`src/rtl/trap_vref_pkg.sv`:
```
package trap_vref_pkg;
  typedef enum logic [1:0] {
    OP_HOLD = 2'd0,
    OP_UP   = 2'd1,
    OP_DOWN = 2'd2,
    OP_END  = 2'd3
  } ramp_op_e;
endpackage

```
`src/rtl/trap_vref_cfg.sv`:
```
module trap_vref_cfg #(
  parameter int VEL_W  = 16,
  parameter int STEP_W = 16
) (
  input  logic              clk_i,
  input  logic              rst_ni,
  input  logic              load_i,
  input  logic [VEL_W-1:0]  vmin_i,
  input  logic [VEL_W-1:0]  vmax_i,
  input  logic [VEL_W-1:0]  accel_i,
  output logic [VEL_W-1:0]  vmin_o,
  output logic [VEL_W-1:0]  vmax_o,
  output logic [VEL_W-1:0]  accel_o
);
  always_ff @(posedge clk_i or negedge rst_ni) begin
    if (!rst_ni) begin
      vmin_o  <= '0;
      vmax_o  <= '0;
      accel_o <= '0;
    end else if (load_i) begin
      vmin_o  <= vmin_i;
      vmax_o  <= vmax_i;
      accel_o <= accel_i;
    end
  end
endmodule

```
`src/rtl/trap_vref_seq.sv`:
```
module trap_vref_seq
  import trap_vref_pkg::*;
#(
  parameter int STEP_W = 16
) (
  input  logic              clk_i,
  input  logic              rst_ni,
  input  logic              load_i,
  input  logic              step_i,
  input  logic [STEP_W-1:0] steps_i,
  input  logic              below_max_i,
  output ramp_op_e          op_o,
  output logic              done_o
);
  localparam int CW = STEP_W + 1;

  logic [STEP_W-1:0] rem_q, acc_q;
  logic [STEP_W-1:0] rem_dec;
  logic [CW-1:0]     acc_inc;
  logic              adv;

  assign adv     = step_i && !done_o && !load_i;
  assign rem_dec = rem_q - STEP_W'(1);
  assign acc_inc = {1'b0, acc_q} + CW'(1);

  always_comb begin
    op_o = OP_HOLD;
    if (adv) begin
      if (rem_dec == '0)                          op_o = OP_END;
      else if (rem_dec <= acc_q)                  op_o = OP_DOWN;
      else if (below_max_i && ({1'b0, rem_dec} > acc_inc)) op_o = OP_UP;
    end
  end

  always_ff @(posedge clk_i or negedge rst_ni) begin
    if (!rst_ni) begin
      rem_q  <= '0;
      acc_q  <= '0;
      done_o <= 1'b1;
    end else if (load_i) begin
      rem_q  <= steps_i;
      acc_q  <= '0;
      done_o <= (steps_i == '0);
    end else if (adv) begin
      rem_q <= rem_dec;
      unique case (op_o)
        OP_UP:   acc_q <= acc_inc[STEP_W-1:0];
        OP_DOWN: acc_q <= acc_q - STEP_W'(1);
        OP_END: begin
          acc_q  <= '0;
          done_o <= 1'b1;
        end
        default: ;
      endcase
    end
  end
endmodule

```
`src/rtl/trap_vref_ramp.sv`:
```
module trap_vref_ramp
  import trap_vref_pkg::*;
#(
  parameter int VEL_W = 16
) (
  input  logic             clk_i,
  input  logic             rst_ni,
  input  logic             load_i,
  input  logic [VEL_W-1:0] load_vmin_i,
  input  logic [VEL_W-1:0] vmin_i,
  input  logic [VEL_W-1:0] vmax_i,
  input  logic [VEL_W-1:0] accel_i,
  input  ramp_op_e         op_i,
  output logic [VEL_W-1:0] vel_o,
  output logic             below_max_o
);
  localparam int SW = VEL_W + 1;

  logic [SW-1:0]    up_sum, dn_diff;
  logic [VEL_W-1:0] up_val, dn_val;

  assign below_max_o = vel_o < vmax_i;
  assign up_sum  = {1'b0, vel_o} + {1'b0, accel_i};
  assign dn_diff = {1'b0, vel_o} - {1'b0, accel_i};
  // clamp to ceiling on the way up, to floor on the way down
  assign up_val  = (up_sum > {1'b0, vmax_i}) ? vmax_i : up_sum[VEL_W-1:0];
  assign dn_val  = (dn_diff[VEL_W] || (dn_diff[VEL_W-1:0] < vmin_i)) ? vmin_i
                                                                       : dn_diff[VEL_W-1:0];

  always_ff @(posedge clk_i or negedge rst_ni) begin
    if (!rst_ni) begin
      vel_o <= '0;
    end else if (load_i) begin
      vel_o <= load_vmin_i;
    end else begin
      unique case (op_i)
        OP_UP:   vel_o <= up_val;
        OP_DOWN: vel_o <= dn_val;
        OP_END:  vel_o <= vmin_i;
        default: ;
      endcase
    end
  end
endmodule

```
`src/rtl/trap_vel_ref.sv`:
```
module trap_vel_ref
  import trap_vref_pkg::*;
#(
  parameter int VEL_W  = 16,
  parameter int STEP_W = 16
) (
  input  logic              clk_i,
  input  logic              rst_ni,
  input  logic              start_i,
  input  logic              step_i,
  input  logic [VEL_W-1:0]  vmin_i,
  input  logic [VEL_W-1:0]  vmax_i,
  input  logic [VEL_W-1:0]  accel_i,
  input  logic [STEP_W-1:0] steps_i,
  output logic [VEL_W-1:0]  vel_o,
  output logic              done_o
);
  logic [VEL_W-1:0] cfg_vmin, cfg_vmax, cfg_accel;
  logic             below_max;
  ramp_op_e         op;

  trap_vref_cfg #(.VEL_W(VEL_W), .STEP_W(STEP_W)) u_cfg (
    .clk_i   (clk_i),
    .rst_ni  (rst_ni),
    .load_i  (start_i),
    .vmin_i  (vmin_i),
    .vmax_i  (vmax_i),
    .accel_i (accel_i),
    .vmin_o  (cfg_vmin),
    .vmax_o  (cfg_vmax),
    .accel_o (cfg_accel)
  );

  trap_vref_seq #(.STEP_W(STEP_W)) u_seq (
    .clk_i       (clk_i),
    .rst_ni      (rst_ni),
    .load_i      (start_i),
    .step_i      (step_i),
    .steps_i     (steps_i),
    .below_max_i (below_max),
    .op_o        (op),
    .done_o      (done_o)
  );

  trap_vref_ramp #(.VEL_W(VEL_W)) u_ramp (
    .clk_i       (clk_i),
    .rst_ni      (rst_ni),
    .load_i      (start_i),
    .load_vmin_i (vmin_i),
    .vmin_i      (cfg_vmin),
    .vmax_i      (cfg_vmax),
    .accel_i     (cfg_accel),
    .op_i        (op),
    .vel_o       (vel_o),
    .below_max_o (below_max)
  );
endmodule

```
`config.mk`:
```
export PLATFORM = sky130hd
export DESIGN_NAME = trap_vel_ref
export DESIGN_NICKNAME = d
export VERILOG_FILES = /design/src/rtl/trap_vref_pkg.sv /design/src/rtl/trap_vref_cfg.sv /design/src/rtl/trap_vref_seq.sv /design/src/rtl/trap_vref_ramp.sv /design/src/rtl/trap_vel_ref.sv
export SDC_FILE = /design/constraint.sdc
export NUM_CORES = 1
export LEC_CHECK = 0
export ABC_AREA = 1
export BUFFER_PORTS_ARGS = -buffer_cell sky130_fd_sc_hd__buf_2
export CAP_MARGIN = 20
export CORE_ASPECT_RATIO = 1.25
export CORE_MARGIN = 5
export CORE_UTILIZATION = 50
export CTS_BUF_LIST = sky130_fd_sc_hd__clkbuf_16
export CTS_CLUSTER_DIAMETER = 60
export DETAILED_ROUTE_END_ITERATION = 16
export GPL_ROUTABILITY_DRIVEN = 0
export PLACE_DENSITY = 0.73
export SYNTH_ARGS = -nofsm -noshare
export SYNTH_HDL_FRONTEND = slang
export SYNTH_HIERARCHICAL = 1
export SYNTH_SLANG_ARGS = --single-unit
export TNS_END_PERCENT = 20
```
`constraint.sdc`:
```
create_clock -name clk_i -period 8.67 [get_ports clk_i]
set_input_delay 1.734 -clock clk_i [delete_from_list [all_inputs] [get_ports clk_i]]
set_output_delay 1.734 -clock clk_i [all_outputs]
set_load 0.01 [all_outputs]
```
==> flow_summary.yaml, run 1 <==
status:
  status: "finished, final reports clean"
grt:
  grt_first_pass_wirelength_um: 43200
  grt_overflow: 0
  grt_max_degree: 79
  antenna_found_initial: 0
  met1_usage: 0.275
  grt.busiest_layer: "met2"
  grtUsageTotal: 0.240
  grt_pass1_vias: 9166
  grt_util_met2: 0.445
  grt.met3_usage: 0.0329
synth:
  synth_top_family_by_area: "simple AND/OR/NAND/NOR gates"
  synth_fp_nets: 1572
  async_flop_share: 1.00
  synth.area.top_cells: "dfrtp_1 (25%), nand2_1 (16%), ha_1 (15%)"
  synthSimpleGateAreaFrac: 0.308
  synth_seq_area_share: 0.254
  synth_edf_count: 0
  syn_avg_cell_area_sq_um: 6.90
  synth_xor_area_frac: 0.0383
  synth_area_leader_cell: "dfrtp_1"
  synth_mux_area_frac: 0
  synthFlopType: "dfrtp_1"
  synth_top_area_frac: 0.251
  synth_seq_cells: 97
  synth_compound_area_frac: 0.137
  synth_fa_ha_area_frac: 0.156
  ys_warn_count: 6
  syn_area_sq_um: 9560
  synthCells: 1386
  synth_cell_types: 60
floorplanning:
  die_h_um: 165
  ios: 85
  start_util: 0.509
  die-width_um: 134
  core-area_sq_um: 18800
  rows: 56
  die_area_sq_um: 22000
layout:
  drive_gt1_frac: 0.121
  layout_commonest_cell: "nand2_1"
  final_cell_mix: "nand2_1 (412), inv_1 (170), ha_1 (116)"
  areaGrowthSynthToFinish_pct: 7.94
  n_antenna_cell: 0
  finalNetCount: 1630
  final_core_util: 0.550
job:
  cap_violations: 0
clocking:
  ctsHoldBuffers: 0
  post_cts_buffers: 0
  cts_sinks: 97
  clk_latency_ns: 0.36
  clk_path_buf_depth: 2
  cts_tree: "done"
  cts-buffers-inserted: 9
  cts-root-buf: "clkbuf_16"
  ctsResizeCount: 0
  h-tree-depth: 3
  path_clk_slew_ns: 0.08
power_and_ir_drop:
  p_leak_uw: 0.00557
  power_uw: 3270
  max-vdd-ir-drop_mv: 0.136
  p_per_area_nw_per_um2: 317
route:
  final_antenna_net_count: 0
  drt_iter0_markers: 728
  drt-wirelength-per-cell_um: 15.7
  vias: 9256
  via_per_inst: 5.51
  wl_um: 26300
  dr.pass1.iters: 5
  drc: 0
placed_design:
  port_buffers: 84
  dpl.hpwl_um: 20400
  dpl_worst_slack_ns: 3.57
setup_path:
  cp_max_fo: 78
  cp-start-kind: "input port"
  rr_worst_depth: 26
  path_class: "input port to register"
  arrival_ns: 5.09
  r2r_end: "u_seq/acc_q[7]"
  cp_slowest_cell: "nor2_2"
  end_kind: "register"
  cp_slowest_stage_delay_ns: 0.45
  cp_cell_sequence: "buf_2 > buf_4 > nor2_2 > clkinv_1 > a21oi_1 > ha_1 > nor2_1 > nand2_1 > nand2_1 > nor2_2 > inv_2 > a21oi_2 > o311ai_1 > o21ai_0"
  reg2reg_setup_slack_ns: 3.94
  reg2reg_from: "u_seq/rem_q[0]"
  cp_data_required_time_ns: 8.96
worst_hold_path:
  hp-start: "u_cfg/vmax_o[15]"
  holdPathEnd: "u_cfg/vmax_o[15]"
  holdCritPathClass: "register to register"
  hold_depth: 2
sta:
  setup-tns-final_ns: 0
  finalHoldViolCount: 0
  whs_ns: 0.477
  tightest_slew_ns: 0.944
  max_freq_mhz: 208
  post-route-min-period_ns: 4.81
  rsz0062_at_grt: "no"
  clock_skew_ns: 0.0133
  maxSlewHeadroom: 0.369
  post-route-period-util: 0.555
  setup_viol: 0
  fin_ws_ns: 3.86
  slew_viol_final: 0
worst max-delay path by stage:
stage                  endpoint      startpoint  depth (start not counted)  slack [ns]
5_1_grt          u_seq/acc_q[8]  u_seq/rem_q[0]                         26        3.50
6_report         u_seq/acc_q[3]         start_i                         14        3.86
4_1_cts          u_seq/acc_q[3]         start_i                         14        3.96
2_1_floorplan    u_seq/acc_q[3]         start_i                         13        4.71
3_3_place_gp   u_ramp/vel_o[15]         start_i                         11        3.60
3_5_place_dp     u_seq/acc_q[3]         start_i                         14        3.57
kinds of logic after synthesis:
logic type	count (synthesis)
flops	97
simple gates	681
fa+ha+maj	118
compound gates	218
xor+xnor	41
buf+inv	231
where the power goes:
group          leakage (uW)  internal [uW]  switching (uW)
sequential          0.00120            535             120
combinational       0.00422            765            1410
clock              0.000149            230             206
critical path, delay by kind of cell:
family | cells | cell delay (ns)
AOI/OAI and AO/OA | 4 | 0.91
adders and majority gates | 1 | 0.35
buffers and inverters | 4 | 0.94
and+or+nand+nor | 5 | 1.14
metrics by stage:
step | instances | area [sq um]
finish | 1681 | 10300
global route | 1681 | 10300
CTS | 1681 | 10300
detailed placement | 1665 | 10000
global placement | 1663 | 9990
floorplan | 1386 | 9560
flip-flops by register name, summed over array words and instances, names as in the netlist:
name / flops
u_cfg/accel_o: 16
u_cfg/vmax_o: 16
u_cfg/vmin_o: 16
u_ramp/vel_o: 16
u_seq/acc_q: 16
u_seq/done_o: 1
u_seq/rem_q: 16
metal layers:
| layer | share of wire | wire length, um |
|---|---|---|
| met2 | 0.51 | 13400 |
| met1 | 0.41 | 10700 |
| met3 | 0.047 | 1250 |
| met5 | 0 | 0 |
| met4 | 0.037 | 973 |
synth_stat cells (5+ instances only):
library cell	n
nand2_2	11
inv_2	15
o21ai_1	15
inv_1	170
ha_1	116
nand4_1	12
o211ai_1	6
clkbuf_1	7
nand2_1	412
a21oi_1	95
nor2_4	6
buf_2	15
nor2_1	103
buf_4	5
o21bai_1	6
nor2_2	6
nand3_1	91
nand3_2	6
o221ai_1	10
buf_6	6
nor3_1	16
a31oi_1	6
clkbuf_8	5
dfrtp_1	96
xor2_1	36
o21ai_0	50
final cells by class:
cell class	instances	area [sq um]
clock buffer	9	225
clock inverter	7	83.8
fill	1929	8450
inverter	190	714
multi-input combinational	1058	6120
sequential	97	2430
tap	232	290
timing repair buffer	88	464
Power figures use the tool's default switching activity.
==> run 2: changes to the inputs <==
==> constraint.sdc (replaced) <==
create_clock -name clk_i -period 5 [get_ports clk_i]
set_input_delay 1 -clock clk_i [delete_from_list [all_inputs] [get_ports clk_i]]
set_output_delay 1 -clock clk_i [all_outputs]
set_load 0.01 [all_outputs]
==> run 2 against run 1 <==
  * First-iteration DRC count shrank 15%
  * Core utilization is essentially flat
  * Worst setup slack lost 3.4 ns
  * Cell area is essentially flat
  * Die area is the same
  * Largest cell class unchanged
==> flow_summary.yaml, run 2 (same netlist as run 1, synthesis figures left out) <==
power_and_ir_drop:
  p_per_area_nw_per_um2: 548
  max-vdd-ir-drop_mv: 0.226
  p_leak_uw: 0.00558
setup_path:
  path_delay_family: "simple AND/OR/NAND/NOR gates"
  critPathMostFrequentCell: "inv_1"
  end_kind: "register"
  cp-start-kind: "register"
  cp_slowest_cell: "ha_1"
  path_class: "register to register"
  r2r_end: "u_ramp/vel_o[1]"
  arrival_ns: 4.80
  cp_cell_sequence: "inv_1 > ha_1 > nand2_2 > nor2_4 > nand3_2 > nor3_1 > xor2_1 > inv_1 > ha_1 > nand4_1 > inv_1 > nand4_1 > inv_1 > nand3_1 > and2_1 > a21oi_1 > ha_1 > nor2_1 > buf_4 > nand3_1 > nand3_1 > nand2_1 > nand2_1"
  reg2reg_from: "u_seq/rem_q[0]"
  cp_slowest_stage_delay_ns: 0.71
  cp_max_fo: 18
  rr_worst_depth: 23
  cp_data_required_time_ns: 5.26
  critPathBufInv: 5
  reg2reg_setup_slack_ns: 0.45
layout:
  areaGrowthSynthToFinish_pct: 7.98
  drive_gt1_frac: 0.123
  finalInstanceArea_sq_um: 10300
  n_antenna_cell: 0
  fill_cells: 1867
  fin_cells: 1684
  layout_commonest_cell: "nand2_1"
  multiInputGateArea_sq_um: 6120
  final_cell_mix: "nand2_1 (412), inv_1 (170), ha_1 (116)"
  seq_area_sq_um: 2430
  finalNetCount: 1634
clocking:
  h-tree-depth: 3
  clk_path_buf_depth: 2
  clk_latency_ns: 0.37
  cts_tree: "done"
  cts-buffers-inserted: 9
  path_clk_slew_ns: 0.07
  cts_sinks: 97
  ctsHoldBuffers: 0
  ctsResizeCount: 0
  post_cts_buffers: 0
  cts-root-buf: "clkbuf_16"
status:
  status: "finished, final reports clean"
sta:
  max_freq_mhz: 220
  slew_viol_final: 0
  tightest_slew_ns: 0.953
  maxSlewHeadroom: 0.363
  setup_viol: 0
  rsz0062_at_grt: "no"
  clock_skew_ns: 0.00824
  finalHoldViolCount: 0
  whs_ns: 0.474
  post-route-period-util: 0.909
  post-route-min-period_ns: 4.55
  setup-tns-final_ns: 0
route:
  dr.pass1.iters: 5
  drt-wirelength-per-cell_um: 15.5
  wl_um: 26200
  vias: 9148
  drc: 0
  drt_iter0_markers: 616
  final_antenna_net_count: 0
  via_per_inst: 5.43
grt:
  grt_first_pass_wirelength_um: 42900
  antenna_found_initial: 0
  grt_pass1_vias: 8978
  grtUsageTotal: 0.240
  grt_overflow: 0
  grt_max_degree: 78
floorplanning:
  start_util: 0.509
  die-width_um: 134
  rows: 56
  die_area_sq_um: 22000
  ios: 85
  core-area_sq_um: 18800
  die_h_um: 165
worst_hold_path:
  hp-start: "u_cfg/vmax_o[15]"
  holdCritPathClass: "register to register"
  hold_depth: 2
  holdPathEnd: "u_cfg/vmax_o[15]"
placed_design:
  dp.cells: 1668
  place_area_sq_um: 10000
  port_buffers: 84
  dpl.hpwl_um: 20200
job:
  cap_violations: 0
[run 2: cell count changes in the layout (fill, tap and decap cells not counted), sizes merged]
cell	previous run	this run
buf	88	92
inv	189	186
clkinv	6	8
[run 2: per-layer routing]
| layer | part of all wire | vias up | routed length (um) | track usage |
|---|---|---|---|---|
| li1 | - | 4603 | - | - |
| met1 | 0.41 | 4210 | 10600 | 0.280 |
| met2 | 0.51 | 272 | 13400 | 0.442 |
| met3 | 0.048 | 63 | 1270 | 0.0350 |
| met4 | 0.034 | 0 | 886 | 0.0935 |
| met5 | 0 | - | 0 | 0 |
[run 2: power by group]
group	switching [uW]	leakage [uW]	internal, uW
Sequential	205	0.00120	929
Combinational	2470	0.00424	1330
Clock	338	0.000142	388
Total	3010	0.00558	2650
[run 2: final cells by class]
class	instances	share of cell area
sequential	97	0.235
clock buffer	9	0.0218
timing repair buffer	92	0.0468
multi-input combinational	1058	0.592
tap	232	0.0281
inverter	190	0.0692
clock inverter	6	0.00666
[run 2: tightest hold or removal path, stage by stage (launching register included)]
cell     delay [ns]
dfrtp_1        0.35
nand2_1        0.05
nand2_1        0.05
[run 2: worst max path at each step]
stage / startpoint / to / slack [ns] / cells past startpoint
after global placement: u_seq/rem_q[9] / u_ramp/vel_o[2] / 0.61 / 23
after global routing: u_seq/rem_q[0] / u_ramp/vel_o[2] / 0.06 / 23
after CTS: u_seq/rem_q[9] / u_ramp/vel_o[1] / 0.41 / 23
after floorplan: u_seq/rem_q[0] / u_ramp/vel_o[5] / 1.25 / 27
final: u_seq/rem_q[0] / u_ramp/vel_o[1] / 0.45 / 23
after detailed placement: u_seq/rem_q[9] / u_ramp/vel_o[1] / 0.44 / 23
[run 2: stage by stage]
stage	power, uW	setup slack, ns	utilization
3_3_place_gp	4780	0.612	0.534
5_1_grt	6220	0.0577	0.550
6_report	5660	0.454	0.550
2_1_floorplan	4030	1.25	-
3_5_place_dp	4860	0.440	0.534
4_1_cts	5620	0.407	0.550
==> run 3: changes to the inputs <==
--- a/config.mk
+++ b/config.mk
@@ -12,7 +12,7 @@
 export CORE_MARGIN = 5
 export CORE_UTILIZATION = 50
 export CTS_BUF_LIST = sky130_fd_sc_hd__clkbuf_16
-export CTS_CLUSTER_DIAMETER = 60
+export CTS_CLUSTER_DIAMETER = 100
 export DETAILED_ROUTE_END_ITERATION = 16
 export GPL_ROUTABILITY_DRIVEN = 0
 export PLACE_DENSITY = 0.73
==> constraint.sdc (replaced) <==
create_clock -name clk_i -period 5 [get_ports clk_i]
set_input_delay 0.5 -clock clk_i [delete_from_list [all_inputs] [get_ports clk_i]]
set_output_delay 0.5 -clock clk_i [all_outputs]
set_load 0.01 [all_outputs]
==> run 3 against run 2 <==
  * Die area did not move
  * Clock power fell by 2%
  * Power fell by 0.52%
  * Sequential power barely moved
  * Sequential share of layout area barely moved
  * Count of clock-buffer cells in the layout did not move
  * Critical path depth rose by 3
  * Cell count did not move
  * Cell area fell by 0.15%
  * Worst hold slack got worse by 0.23 ns
==> flow_summary.yaml, run 3 (same netlist as run 1, synthesis figures left out) <==
floorplanning:
  start_util: 0.509
  die_area_sq_um: 22000
  die-width_um: 134
  core-area_sq_um: 18800
  ios: 85
  die_h_um: 165
  rows: 56
job:
  cap_violations: 0
status:
  status: "finished, final reports clean"
power_and_ir_drop:
  p_leak_uw: 0.00557
  max-vdd-ir-drop_mv: 0.231
  power_uw: 5630
  p_per_area_nw_per_um2: 546
grt:
  grtUsageTotal: 0.243
  grt_overflow: 0
  antenna_found_initial: 0
  grt_max_degree: 78
  grt_first_pass_wirelength_um: 43800
  grt_pass1_vias: 9194
clocking:
  path_clk_slew_ns: 0.08
  ctsResizeCount: 0
  cts_tree: "done"
  h-tree-depth: 3
  post_cts_buffers: 0
  cts-root-buf: "clkbuf_16"
  clk_latency_ns: 0.36
  cts_sinks: 97
  ctsHoldBuffers: 0
  cts-buffers-inserted: 9
  clk_path_buf_depth: 2
layout:
  seq_area_sq_um: 2430
  multiInputGateArea_sq_um: 6120
  drive_gt1_frac: 0.122
  final_core_util: 0.549
  finalNetCount: 1633
  areaGrowthSynthToFinish_pct: 7.82
  n_antenna_cell: 0
  layout_commonest_cell: "nand2_1"
  final_cell_mix: "nand2_1 (412), inv_1 (170), ha_1 (116)"
  fill_cells: 1846
route:
  drc: 0
  drt_iter0_markers: 679
  final_antenna_net_count: 0
  vias: 9254
  dr.pass1.iters: 5
  via_per_inst: 5.50
  drt-wirelength-per-cell_um: 15.6
  wl_um: 26200
setup_path:
  cp-startpoint: "u_seq/rem_q[0]"
  cp-start-kind: "register"
  cp_slowest_cell: "dfrtp_1"
  cp_max_fo: 10
  path_class: "register to register"
  path_delay_family: "simple AND/OR/NAND/NOR gates"
  critPathMostFrequentCell: "inv_1"
  cp_slowest_stage_delay_ns: 0.45
  end_kind: "register"
  arrival_ns: 4.69
  critPathBufInv: 6
  reg2reg_from: "u_seq/rem_q[0]"
  cp_data_required_time_ns: 5.27
sta:
  post-route-period-util: 0.883
  maxSlewHeadroom: 0.357
  rsz0062_at_grt: "no"
  finalHoldViolCount: 0
  max_freq_mhz: 227
  whs_ns: 0.247
  slew_viol_final: 0
  tightest_slew_ns: 0.963
  fin_ws_ns: 0.586
  clock_skew_ns: 0.0107
  setup_viol: 0
  post-route-min-period_ns: 4.41
  setup-tns-final_ns: 0
placed_design:
  port_buffers: 84
  dpl_worst_slack_ns: 0.695
  dpl.hpwl_um: 20300
worst_hold_path:
  holdCritPathClass: "input port to asynchronous set/reset pin"
[run 3: cell types whose count changed in the layout (fill, tap and decap cells not counted)]
| cell | change |
|---|---|
| clkinv_2 | -1 |
| inv_8 | +1 |
| buf_4 | -2 |
| inv_6 | +3 |
| bufinv_16 | -1 |
| clkinv_1 | +1 |
| clkinv_4 | -2 |
| buf_6 | +1 |
[run 3: per-layer routing]
layer | routed length, um | vias to the layer above | global-route usage
li1 | - | 4610 | -
met1 | 10900 | 4295 | 0.286
met2 | 13100 | 271 | 0.436
met3 | 1040 | 78 | 0.0302
met4 | 1110 | 0 | 0.119
met5 | 0 | - | 0
[run 3: worst paths after layout]
path,to,slack [ns],depth (start not counted)
worst max-delay path,u_seq/acc_q[3],0.59,26
worst min-delay path,u_cfg/accel_o[3],0.25,1
worst max register to register,u_seq/acc_q[3],0.59,26
worst min register to register,u_cfg/vmax_o[11],0.48,2
max in group asynchronous,u_seq/acc_q[10],3.75,2
min in group clk_i,u_cfg/vmax_o[0],0.33,3
[run 3: metrics by stage]
| step | instances | area [sq um] |
|---|---|---|
| floorplan | 1386 | 9560 |
| global placement | 1667 | 10000 |
| detailed placement | 1668 | 10000 |
| CTS | 1684 | 10300 |
| global route | 1684 | 10300 |
| finish | 1684 | 10300 |
[run 3: report_power, final]
part           leakage (uW)  switching [uW]  internal (uW)  total (uW)
Sequential          0.00120             213            928        1140
Combinational       0.00423            2440           1330        3780
Clock              0.000137             364            348         712
Total               0.00557            3020           2610        5630
[run 3: layout make-up]
cell class              instances  share of cell area
clock buffers                   9              0.0218
clock inverters                 7             0.00558
inverters                     190              0.0693
multi-input cells            1058               0.593
flip-flops and latches         97               0.236
well taps                     232              0.0281
repair buffers                 91              0.0465
